$ cat config.mk
export PLATFORM = sky130hd
export DESIGN_NAME = flash_read_prefetch
export DESIGN_NICKNAME = d
export VERILOG_FILES = /design/src/rtl/frp_pkg.sv /design/src/rtl/frp_cfg_reg.sv /design/src/rtl/frp_prefetch.sv /design/src/rtl/frp_seq.sv /design/src/rtl/flash_read_prefetch.sv
export SDC_FILE = /design/constraint.sdc
export NUM_CORES = 1
export LEC_CHECK = 0
export ABC_AREA = 1
export ABC_CLOCK_PERIOD_IN_PS = 1730
export BUFFER_PORTS_ARGS = -buffer_cell sky130_fd_sc_hd__clkbuf_2
export CAP_MARGIN = 10
export CELL_PAD_IN_SITES_DETAIL_PLACEMENT = 1
export CELL_PAD_IN_SITES_GLOBAL_PLACEMENT = 1
export CORE_MARGIN = 3
export CORE_UTILIZATION = 33
export CTS_CLUSTER_DIAMETER = 120
export DETAILED_ROUTE_END_ITERATION = 8
export GPL_ROUTABILITY_DRIVEN = 0
export PLACE_DENSITY_LB_ADDON = 0.25
export SYNTH_ARGS = -nofsm -noshare
export SYNTH_HDL_FRONTEND = slang
export SYNTH_SLANG_ARGS = --single-unit
$ cat constraint.sdc
create_clock -name clk -period 1.73 [get_ports clk]
set_input_delay 0.346 -clock clk [delete_from_list [all_inputs] [get_ports clk]]
set_output_delay 0.346 -clock clk [all_outputs]
set_load 0.005 [all_outputs]
$ cat src/rtl/frp_pkg.sv
`timescale 1ns/1ps
package frp_pkg;

    typedef enum logic {
        WS_ZERO = 1'b0,
        WS_ONE  = 1'b1
    } ws_mode_e;

    typedef enum logic {
        SEQ_IDLE  = 1'b0,
        SEQ_ISSUE = 1'b1
    } seq_state_e;

    typedef struct packed {
        logic valid;
        logic from_pf;
    } rsp_tag_t;

    // Clear the bits that the user page ignores; keep the region bit.
    function automatic logic [31:0] frp_norm(input logic [31:0] a, input int main_aw, input int page_aw);
        logic [31:0] region = 32'd1 << main_aw;
        if ((a & region) != 32'd0)
            return (a & ((32'd1 << page_aw) - 32'd1)) | region;
        return a & (region - 32'd1);
    endfunction

    // Following word, wrapping inside the main array or the user page.
    function automatic logic [31:0] frp_next(input logic [31:0] a, input int main_aw, input int page_aw);
        logic [31:0] region = 32'd1 << main_aw;
        logic [31:0] n = frp_norm(a, main_aw, page_aw);
        if ((n & region) != 32'd0)
            return ((n + 32'd1) & ((32'd1 << page_aw) - 32'd1)) | region;
        return (n + 32'd1) & (region - 32'd1);
    endfunction

endpackage

$ cat src/rtl/frp_cfg_reg.sv
`timescale 1ns/1ps
module frp_cfg_reg import frp_pkg::*; #(
    parameter int WS_W = 2
) (
    input  logic            clk,
    input  logic            rst,
    input  logic            we,
    input  logic [WS_W-1:0] wdata,
    output ws_mode_e        mode,
    output logic [WS_W-1:0] ws_field
);

    always_ff @(posedge clk) begin
        if (rst)
            mode <= WS_ZERO;
        else if (we)
            mode <= (wdata != '0) ? WS_ONE : WS_ZERO;
    end

    assign ws_field = WS_W'(mode);

endmodule

$ cat src/rtl/frp_prefetch.sv
`timescale 1ns/1ps
module frp_prefetch #(
    parameter int AW = 10,
    parameter int DW = 32
) (
    input  logic          clk,
    input  logic          rst,
    input  logic          flush,
    input  logic          arm,
    input  logic [AW-1:0] arm_addr,
    input  logic          cap,
    input  logic [DW-1:0] cap_data,
    input  logic [AW-1:0] look_addr,
    output logic          hit,
    output logic [DW-1:0] pf_data
);

    logic          pf_valid;
    logic [AW-1:0] pf_addr;
    logic          pend_valid;
    logic [AW-1:0] pend_addr;

    // While a fill is landing, only the incoming word may be matched.
    assign hit = cap ? (pend_valid && look_addr == pend_addr)
                     : (pf_valid && look_addr == pf_addr);

    always_ff @(posedge clk) begin
        if (rst) begin
            pf_valid   <= 1'b0;
            pend_valid <= 1'b0;
            pf_addr    <= '0;
            pend_addr  <= '0;
            pf_data    <= '0;
        end else begin
            if (arm) begin
                pend_valid <= 1'b1;
                pend_addr  <= arm_addr;
            end else if (cap) begin
                pend_valid <= 1'b0;
            end
            if (cap) begin
                pf_data  <= cap_data;
                pf_addr  <= pend_addr;
                pf_valid <= pend_valid;
            end
            if (flush) begin
                pf_valid   <= 1'b0;
                pend_valid <= 1'b0;
            end
        end
    end

endmodule

$ cat src/rtl/frp_seq.sv
`timescale 1ns/1ps
module frp_seq import frp_pkg::*; #(
    parameter int AW = 10
) (
    input  logic          clk,
    input  logic          rst,
    input  logic          req_valid,
    input  ws_mode_e      mode,
    input  logic          hit,
    input  logic [AW-1:0] addr_n,
    output logic          ready,
    output logic          issue,
    output logic          cap,
    output logic [AW-1:0] lat_addr,
    output rsp_tag_t      tag
);

    seq_state_e state;
    logic accept, take_hit, take_miss, take_zero;

    assign ready     = (state == SEQ_IDLE);
    assign issue     = (state == SEQ_ISSUE);
    assign accept    = req_valid && ready;
    assign take_zero = accept && mode == WS_ZERO;
    assign take_hit  = accept && mode == WS_ONE && hit;
    assign take_miss = accept && mode == WS_ONE && !hit;

    always_ff @(posedge clk) begin
        if (rst) begin
            state    <= SEQ_IDLE;
            lat_addr <= '0;
            tag      <= '0;
            cap      <= 1'b0;
        end else begin
            state <= take_miss ? SEQ_ISSUE : SEQ_IDLE;
            if (take_miss)
                lat_addr <= addr_n;
            tag.valid   <= take_zero || take_hit || issue;
            tag.from_pf <= take_hit;
            cap         <= issue;
        end
    end

endmodule

$ cat src/rtl/flash_read_prefetch.sv
`timescale 1ns/1ps
module flash_read_prefetch import frp_pkg::*; #(
    parameter int PAGES  = 16,
    parameter int WORDS  = 32,
    parameter int DATA_W = 32,
    parameter int WS_W   = 2,
    localparam int MAIN_AW = $clog2(PAGES * WORDS),
    localparam int PAGE_AW = $clog2(WORDS),
    localparam int REQ_AW  = MAIN_AW + 1
) (
    input  logic              clk,
    input  logic              rst,
    input  logic              cfg_we,
    input  logic [WS_W-1:0]   cfg_wdata,
    output logic [WS_W-1:0]   cfg_ws,
    input  logic              req_valid,
    input  logic [REQ_AW-1:0] req_addr,
    output logic              req_ready,
    output logic              rsp_valid,
    output logic [DATA_W-1:0] rsp_data,
    output logic              fl_en0,
    output logic [REQ_AW-1:0] fl_addr0,
    input  logic [DATA_W-1:0] fl_rdata0,
    output logic              fl_en1,
    output logic [REQ_AW-1:0] fl_addr1,
    input  logic [DATA_W-1:0] fl_rdata1
);

    ws_mode_e          mode;
    logic [REQ_AW-1:0] addr_n, lat_addr, lat_next;
    logic              hit, issue, cap;
    logic [DATA_W-1:0] pf_data;
    rsp_tag_t          tag;

    assign addr_n   = REQ_AW'(frp_norm(32'(req_addr), MAIN_AW, PAGE_AW));
    assign lat_next = REQ_AW'(frp_next(32'(lat_addr), MAIN_AW, PAGE_AW));

    frp_cfg_reg #(.WS_W(WS_W)) u_cfg (
        .clk(clk), .rst(rst), .we(cfg_we), .wdata(cfg_wdata),
        .mode(mode), .ws_field(cfg_ws)
    );

    frp_seq #(.AW(REQ_AW)) u_seq (
        .clk(clk), .rst(rst), .req_valid(req_valid), .mode(mode),
        .hit(hit), .addr_n(addr_n), .ready(req_ready), .issue(issue),
        .cap(cap), .lat_addr(lat_addr), .tag(tag)
    );

    frp_prefetch #(.AW(REQ_AW), .DW(DATA_W)) u_pf (
        .clk(clk), .rst(rst), .flush(cfg_we), .arm(issue),
        .arm_addr(lat_next), .cap(cap), .cap_data(fl_rdata1),
        .look_addr(addr_n), .hit(hit), .pf_data(pf_data)
    );

    // Port 0: same-cycle in zero-wait mode, stall cycle in one-wait mode.
    assign fl_en0   = issue || (req_ready && req_valid && mode == WS_ZERO);
    assign fl_addr0 = issue ? lat_addr : addr_n;
    // Port 1: only ever used for the sequential prefetch.
    assign fl_en1   = issue;
    assign fl_addr1 = issue ? lat_next : '0;

    assign rsp_valid = tag.valid;
    assign rsp_data  = tag.from_pf ? pf_data : fl_rdata0;

endmodule

==> results of run 1 <==
[flip-flops by register name, indices dropped and copies added (netlist names)]
signal,count
u_seq.tag,2
u_pf.pf_valid,1
u_pf.pf_addr,10
u_seq.lat_addr,10
u_seq.cap,1
u_pf.pend_valid,1
u_cfg.mode,1
u_pf.pf_data,32
u_seq.issue,1
u_pf.pend_addr,10
[through the flow]
step	total power, mW	cells	utilization [%]
3_3_place_gp	2.16	784	44.3
2_1_floorplan	1.93	513	-
5_1_grt	3.92	820	51.3
4_1_cts	3.74	818	50.1
6_report	3.75	820	51.3
3_5_place_dp	2.18	784	44.3
[cell usage after synthesis]
| library cell | count | area [um2] |
|---|---|---|
| clkbuf_1 | 18 | 67.6 |
| nand2_4 | 1 | 11.3 |
| o21ai_0 | 55 | 275 |
| o21a_1 | 1 | 7.51 |
| dfxtp_1 | 69 | 1380 |
| buf_6 | 1 | 11.3 |
| a21oi_1 | 23 | 115 |
| ha_1 | 1 | 12.5 |
| buf_4 | 2 | 15.0 |
| xnor2_1 | 1 | 8.76 |
| nand3b_1 | 1 | 7.51 |
| mux2_2 | 32 | 360 |
| inv_2 | 2 | 7.51 |
| nand2_1 | 105 | 394 |
| or2_2 | 2 | 12.5 |
| clkinv_1 | 1 | 3.75 |
| nor3_1 | 3 | 15.0 |
| nor2_1 | 109 | 409 |
| nand3_1 | 15 | 75.1 |
| nand3_4 | 1 | 17.5 |
| inv_1 | 54 | 203 |
| conb_1 | 1 | 3.75 |
| nand2_2 | 4 | 25.0 |
| buf_2 | 2 | 10.0 |
| nand4_1 | 3 | 18.8 |
| a211oi_1 | 1 | 7.51 |
| nor2_2 | 2 | 12.5 |
| buf_1 | 3 | 11.3 |
[cell families after synthesis]
| group | share of synthesized area, % |
|---|---|
| buf+inv | 9.40 |
| fa+ha+maj | 0.357 |
| xor+xnor | 0.250 |
| flops | 39.5 |
| compound gates | 11.6 |
| other cells | 0.107 |
| simple gates | 28.5 |
| mux | 10.3 |
[final cells by class]
type,count,area (um2)
repair buffers,184,1120
clock inverters,3,68.8
inverters,57,219
flip-flops and latches,69,1400
clock buffers,12,155
well taps,133,166
multi-input cells,362,2030
fillers,1328,4890
[what timing repair did]
action | 4_1_cts | 5_1_grt
gates cloned | 3 | 1
gates resized for setup | 50 | 44
buffers inserted | 16 | 7
pin swaps | 11 | 7
setup endpoints to repair | 41 | 55
[power by group through the flow]
| stage | sequential, mW | combinational [mW] | clock, mW |
|---|---|---|---|
| 2_1_floorplan | 1.70 | 0.233 | 0 |
| 3_3_place_gp | 1.71 | 0.459 | 0 |
| 3_5_place_dp | 1.71 | 0.476 | 0 |
| 4_1_cts | 1.67 | 0.507 | 1.56 |
| 5_1_grt | 1.68 | 0.601 | 1.64 |
| 6_report | 1.68 | 0.541 | 1.53 |
[worst max-delay path by stage]
stage,start,end,slack (ps),depth (start not counted)
floorplan,u_seq.lat_addr[0]$_SDFFE_PP0P_,fl_addr1[8],140,11
CTS,u_seq.lat_addr[1]$_SDFFE_PP0P_,fl_addr1[8],-420,12
global placement,u_seq.lat_addr[0]$_SDFFE_PP0P_,fl_addr1[8],-120,12
detailed placement,u_seq.lat_addr[1]$_SDFFE_PP0P_,fl_addr1[8],-230,12
finish,u_seq.lat_addr[0]$_SDFFE_PP0P_,fl_addr1[8],-340,12
global route,u_seq.lat_addr[0]$_SDFFE_PP0P_,fl_addr1[8],-480,12
[per-layer routing]
metal	routed length, um	global-route usage [%]
met5	0	0
met4	320	8.21
met3	559	4.91
met2	7380	39.2
met1	5690	25.8
==> flow_summary.yaml, run 1 <==
detailed_routing:
  ant_nets: 0
  vias: 4058
  dr.pass1.iters: 4
  drt_wl_total_um: 14000
  vias_per_cell: 4.95
  drc: 0
  wl_per_cell_um: 17.0
  drt_iter0_drc: 196
clocking:
  clkSlewWorstSetupHoldPaths_ps: 80
  htree_levels: 3
  numCtsBuffers: 9
  clock_tree.buffer_depth: 2
  cts_tree: "yes"
  root_buffer: "clkbuf_8"
  clkSinkCount: 69
  cts_hold_buf: 0
  clock_latency_ps: 350
setup_path:
  setup.worst_path.class: "reg -> out"
  crit_buf_inv: 3
  r2r_cells: 12
  cp_common_cell: "nand2_2"
  slowest_stage: "dfxtp_4"
  worst-endpoint-required_ps: 1380
  r2r-start: "u_seq.lat_addr[0]$_SDFFE_PP0P_"
  crit_family: "simple AND/OR/NAND/NOR gates"
  worstPathArrival_ps: 1730
  cp_slowest_stage_delay_ps: 370
  r2r-end: "u_pf.pend_addr[5]$_SDFFE_PP0P_"
  r2r_setup_slack_ps: -220
  end_kind: "primary output"
  crit_path_start_kind: "flop"
  crit_fanout: 3
  crit_chain: "ha_4 > nand2_2 > inv_2 > nand2_4 > nor2_4 > nand2_2 > nor2_4 > nand2_2 > nand2_2 > nand3_2 > inv_1 > clkbuf_2"
hold_path:
  hold_depth: 2
  hold_start: "cfg_we"
  hold_end: "u_cfg.mode$_SDFFE_PP0P_"
  holdCritPathClass: "in -> reg"
synth:
  yosys_warnings: 0
  yosys_register_bits: 69
  syn_area_per_cell_um2: 6.82
  synth.cell_area_um2: 3500
  synth-seq-area-share_pct: 39.5
  synth_cells: 513
  ys_types: 28
  syn_nets: 594
global_route:
  grt_use_total_pct: 22.1
  grt_pass1_wl_um: 20400
  grt_max_degree: 39
  overflow: 0
  antenna_found_initial: 0
  grt_pass1_vias: 4194
sta:
  fin_crit_ps: 2070
  finalMaxSlewViolations: 0
  setup_viol: 10
  fmax_ghz: 0.482
  rsz0062_at_grt: "true"
  finalCritPeriodShare_pct: 120
  finClkSkew_ps: 12.0
  fin_ws_ps: -345
  hold_viol_final: 0
  tns_ps: -1880
  hold_ws_ps: 190
cells_and_area:
  syn_to_final_growth_pct: 47.3
  layout_common_cells: "clkbuf_2 (134), nor2_1 (106), nand2_1 (100)"
  final_area_um2: 5160
  nets: 764
  drive_gt1_share_pct: 39.3
  final_common_cell: "clkbuf_2"
  n_antenna_cell: 0
pwr:
  clockPowerShare_pct: 40.9
  ir_worst_vdd_mv: 0.294
  p_comb_share_pct: 14.4
  power_switching_mw: 0.972
  p_leak_nw: 2.67
  power.density_nw_per_um2: 728
  switching_share_pct: 25.9
  p_int_mw: 2.78
  pwr-share-seq_pct: 44.7
floorplan:
  start_util_pct: 34.8
  die_x_um: 109
  die_y_um: 109
  dieArea_um2: 11900
  io_pins: 138
  core_um2: 10000
  std_cell_rows: 36
outcome:
  violations: "negative setup slack"
  status: "finished with violations"
place:
  dpl_cell_area_um2: 4450
  dp_hpwl_um: 9100
  placement.io_buffers: 136
  place_ws_ps: -234
run:
  max-cap-violations: 0
No activity file was read; power rests on OpenSTA's default activity.
==> run 2: changes to the inputs <==
--- a/config.mk
+++ b/config.mk
@@ -6,7 +6,7 @@
 export NUM_CORES = 1
 export LEC_CHECK = 0
 export ABC_AREA = 1
-export ABC_CLOCK_PERIOD_IN_PS = 1730
+export ABC_CLOCK_PERIOD_IN_PS = 2100
 export BUFFER_PORTS_ARGS = -buffer_cell sky130_fd_sc_hd__clkbuf_2
 export CAP_MARGIN = 10
 export CELL_PAD_IN_SITES_DETAIL_PLACEMENT = 1
==> constraint.sdc (replaced) <==
create_clock -name clk -period 2.1 [get_ports clk]
set_input_delay 0.42 -clock clk [delete_from_list [all_inputs] [get_ports clk]]
set_output_delay 0.42 -clock clk [all_outputs]
set_load 0.005 [all_outputs]
==> flow_summary.yaml, run 2 (synthesis results as in run 1) <==
hold_path:
  hold_start: "cfg_we"
  hold_depth: 2
  hold_end: "u_cfg.mode$_SDFFE_PP0P_"
  holdCritPathClass: "in -> reg"
pwr:
  power_switching_mw: 0.773
  pwr-share-seq_pct: 46.7
  p_int_mw: 2.18
  ir_worst_vdd_mv: 0.467
  p_leak_nw: 2.38
  switching_share_pct: 26.1
  clockPowerShare_pct: 40.3
  power.density_nw_per_um2: 629
  p_comb_share_pct: 13.0
detailed_routing:
  vias_per_cell: 4.82
  vias: 3810
  dr.pass1.iters: 4
  drt_wl_total_um: 11900
  drc: 0
  drt_iter0_drc: 153
  wl_per_cell_um: 15.1
  ant_nets: 0
sta:
  fin_ws_ps: -23.3
  fmax_ghz: 0.471
  finalCritPeriodShare_pct: 101
  rsz0062_at_grt: "true"
  setup_viol: 2
  finalMaxSlewViolations: 0
  finClkSkew_ps: 12.9
  tns_ps: -36.0
  hold_viol_final: 0
  hold_ws_ps: 276
  fin_crit_ps: 2120
setup_path:
  setup.worst_path.class: "reg -> out"
  end_kind: "primary output"
  crit_chain: "ha_4 > nand2_2 > inv_2 > nand2_4 > nor2_4 > nand2_2 > nor2_4 > nand2_1 > nand2_1 > nand3_2 > inv_1 > clkbuf_2"
  crit_path_start_kind: "flop"
  crit_fanout: 3
  r2r-end: "u_seq.lat_addr[4]$_SDFFE_PP0P_"
  r2r_cells: 8
  worst-endpoint-required_ps: 1680
  slowest_stage: "dfxtp_4"
  r2r-start: "u_seq.issue$_SDFF_PP0_"
  worstPathArrival_ps: 1700
  cp_slowest_stage_delay_ps: 370
  r2r_setup_slack_ps: 500
clocking:
  clkSlewWorstSetupHoldPaths_ps: 80
  cts_tree: "yes"
  clkSinkCount: 69
  numCtsBuffers: 9
  clock_latency_ps: 340
  root_buffer: "clkbuf_8"
  htree_levels: 3
  clock_tree.buffer_depth: 2
cells_and_area:
  largest_register_ffs: 32
  n_antenna_cell: 0
  regMostFlops: "u_pf.pf_data"
  drive_gt1_share_pct: 36.0
  fill_cells: 1366
  layout_common_cells: "clkbuf_2 (135), nor2_1 (106), nand2_1 (101)"
  finalCoreUtilization_pct: 46.8
  syn_to_final_growth_pct: 34.4
  final_common_cell: "clkbuf_2"
  nets: 735
floorplan:
  std_cell_rows: 36
  dieArea_um2: 11900
  io_pins: 138
  die_y_um: 109
  core_um2: 10000
  die_x_um: 109
  start_util_pct: 34.8
global_route:
  grt_use_total_pct: 19.8
  use_met2_pct: 35.7
  grt_pass1_vias: 3925
  antenna_found_initial: 0
  grt_max_degree: 39
  met3_usage_pct: 5.03
  grt_util_met1_pct: 22.7
  overflow: 0
  busiest_layer: "met2"
  grt_pass1_wl_um: 18500
outcome:
  violations: "negative setup slack"
  status: "finished with violations"
run:
  max-cap-violations: 0
place:
  dp_hpwl_um: 8850
  placement.io_buffers: 136
-- run 2: changes by cell type in the layout (fill, tap and decap cells not counted), moves of 3 or more --
cell        delta
mux2_2        +32
mux2_4        -32
buf_4         -19
buf_6          -6
a21oi_1        +3
a21oi_2        -3
buf_12         -3
clkinvlp_4     +3
-- run 2: critical path: cells and delay by family (launching register included) --
family / cells / cell delay (ps)
adder cells (fa/ha/maj): 1 / 140
buffers and inverters: 3 / 240
flip-flops: 1 / 370
AND/OR/NAND/NOR: 8 / 610
-- run 2: routing by layer --
metal	share of wire, %	vias to the layer above
met5	0	-
met2	52	100
met3	4.9	28
li1	-	1894
met4	3.0	0
met1	41	1788
-- run 2: power by group through the flow --
stage / clock [mW] / combinational (mW) / sequential [mW]
2_1_floorplan: 0 / 0.192 / 1.40
3_3_place_gp: 0 / 0.362 / 1.40
3_5_place_dp: 0 / 0.374 / 1.41
4_1_cts: 1.23 / 0.383 / 1.38
5_1_grt: 1.29 / 0.437 / 1.39
6_report: 1.19 / 0.385 / 1.38
-- run 2: through the flow --
stage	setup slack [ps]	area (um2)	cells	total power, mW
after CTS	-83.0	4620	787	2.99
final	-23.3	4700	791	2.96
after global routing	-167	4700	791	3.11
after floorplan	440	3500	513	1.59
after global placement	158	4320	766	1.77
after detailed placement	48.7	4320	766	1.78
-- run 2: cell type report --
class	instances	area [um2]	area share [%]
clock buffers	9	124	2.63
clock inverters	6	88.8	1.89
inverters	57	218	4.63
multi-input cells	361	1870	39.8
flip-flops and latches	69	1390	29.6
well taps	133	166	3.54
repair buffers	156	843	17.9
-- run 2: how the worst max path moves through the flow --
stage | endpoint | depth (start not counted) | slack (ps) | from
after global routing | fl_addr1[8] | 12 | -170 | u_seq.lat_addr[0]$_SDFFE_PP0P_
final | fl_addr1[8] | 12 | -20 | u_seq.lat_addr[0]$_SDFFE_PP0P_
after global placement | fl_addr1[8] | 12 | 160 | u_seq.lat_addr[0]$_SDFFE_PP0P_
after floorplan | fl_addr1[8] | 11 | 440 | u_seq.lat_addr[0]$_SDFFE_PP0P_
after CTS | fl_addr1[8] | 12 | -80 | u_seq.lat_addr[1]$_SDFFE_PP0P_
after detailed placement | fl_addr1[8] | 12 | 50 | u_seq.lat_addr[0]$_SDFFE_PP0P_
-- run 2: repair_timing --
item / in CTS / in global routing
hold buffers: 0 / 0
setup endpoints to repair: 4 / 8
gates cloned: 0 / 0
pin swaps: 4 / 8
resized for setup: 15 / 17
setup buffers: 6 / 4
==> run 3: changes to the inputs <==
==> constraint.sdc (replaced) <==
create_clock -name clk -period 2.1 [get_ports clk]
set_input_delay 0.21 -clock clk [delete_from_list [all_inputs] [get_ports clk]]
set_output_delay 0.21 -clock clk [all_outputs]
set_load 0.005 [all_outputs]
==> flow_summary.yaml, run 3 (synthesis results as in run 1) <==
cells_and_area:
  drive_gt1_share_pct: 33.1
  final_cells: 782
  regMostFlops: "u_pf.pf_data"
  finalCoreUtilization_pct: 45.0
  n_antenna_cell: 0
  syn_to_final_growth_pct: 29.1
  largest_register_ffs: 32
  nets: 725
  final_common_cell: "clkbuf_2"
  layout_common_cells: "clkbuf_2 (136), nor2_1 (106), nand2_1 (103)"
clocking:
  clock_latency_ps: 350
  htree_levels: 3
  clock_tree.buffer_depth: 2
  cts_hold_buf: 0
  clkSlewWorstSetupHoldPaths_ps: 80
  clkSinkCount: 69
  postCtsSetupBuffers: 0
  cts_tree: "yes"
  root_buffer: "clkbuf_8"
  numCtsBuffers: 9
global_route:
  grt_max_degree: 43
  grt_pass1_wl_um: 18000
  busiest_layer: "met2"
  grt_pass1_vias: 3763
  use_met2_pct: 34.6
  overflow: 0
  antenna_found_initial: 0
  grt_use_total_pct: 19.2
  grt_util_met1_pct: 23.4
  met3_usage_pct: 2.84
detailed_routing:
  drc: 0
  ant_nets: 0
  vias: 3700
  wl_per_cell_um: 14.5
  vias_per_cell: 4.73
  drt_wl_total_um: 11400
  drt_iter0_drc: 119
  dr.pass1.iters: 4
setup_path:
  crit_buf_inv: 3
  crit_chain: "ha_2 > nand2_1 > inv_2 > nand2_2 > nor2_4 > nand2_2 > nor2_4 > nand2_1 > nand2_1 > nand3_1 > inv_1 > clkbuf_2"
  slowest_stage: "dfxtp_2"
  worstPathArrival_ps: 1760
  end_kind: "primary output"
  crit_path_start_kind: "flop"
  crit_fanout: 3
  cp_slowest_stage_delay_ps: 350
  cp_common_cell: "nand2_1"
  crit_family: "simple AND/OR/NAND/NOR gates"
  setup.worst_path.class: "reg -> out"
  worst-endpoint-required_ps: 1890
hold_path:
  holdCritPathClass: "in -> reg"
pwr:
  p_leak_nw: 2.30
  ir_worst_vdd_mv: 0.241
  power.density_nw_per_um2: 614
floorplan:
  io_pins: 138
  dieArea_um2: 11900
  std_cell_rows: 36
  die_x_um: 109
  die_y_um: 109
  core_um2: 10000
  start_util_pct: 34.8
sta:
  setup_viol: 0
  hold_ws_ps: 53.8
  fmax_ghz: 0.508
  hold_viol_final: 0
  finalMaxSlewViolations: 0
  finClkSkew_ps: 8.97
  rsz0062_at_grt: "true"
  fin_crit_ps: 1970
  finalCritPeriodShare_pct: 93.7
place:
  dp_hpwl_um: 8720
  placement.io_buffers: 136
  dp.cells: 766
run:
  max-cap-violations: 0
outcome:
  status: "completed"
run 3: worst paths after layout:
kind	startpoint	end	slack [ps]	cells past startpoint
hold reg to reg	u_pf.pend_addr[3]$_SDFFE_PP0P_	u_pf.pend_addr[3]$_SDFFE_PP0P_	480	2
setup reg to reg	u_pf.pend_addr[0]$_SDFFE_PP0P_	u_seq.lat_addr[6]$_SDFFE_PP0P_	570	11
setup / recovery	u_seq.lat_addr[0]$_SDFFE_PP0P_	fl_addr1[8]	130	12
hold / removal	cfg_we	u_cfg.mode$_SDFFE_PP0P_	50	2
run 3: area by class of cell:
class,count,area [um2]
fill,1353,5530
multi-input combinational,361,1810
sequential,69,1380
timing repair buffer,146,756
inverter,57,214
tap,133,166
clock buffer,10,138
clock inverter,6,46.3
run 3: worst register-to-register path, stage by stage, from the launching register on:
cell,delay (ps)
dfxtp_1,350
inv_1,70
nand2_1,60
nand2_1,50
nor2_1,180
nand2_1,90
nor2_1,120
nand2_2,110
nand3_4,200
nand2_1,110
nand2_1,70
nor2_1,40
run 3: per-stage QoR:
step                power (mW)  area, um2  setup TNS, ps  setup WS (ps)
floorplan                 1.59       3500              0            650
global placement          1.77       4310              0            380
detailed placement        1.78       4310              0            300
CTS                       2.82       4500              0           3.74
global route              2.92       4520          -21.0          -21.0
finish                    2.78       4520              0            133
run 3: power breakdown:
| group | switching, mW | internal (mW) |
|---|---|---|
| sequential | 0.0290 | 1.35 |
| clock | 0.561 | 0.467 |
| combinational | 0.201 | 0.170 |
| total | 0.791 | 1.99 |
run 3: per-layer routing:
metal,routed length (um),share of wire [%]
met3,463,4.1
met1,4940,43
met2,5820,51
met4,138,1.2
met5,0,0
run 3: repair_timing:
action / CTS / global route
pin swaps: 0 / 1
resized for setup: 2 / 9
setup endpoints to repair: 2 / 4
endpoints found under the hold margin: 0 / 0
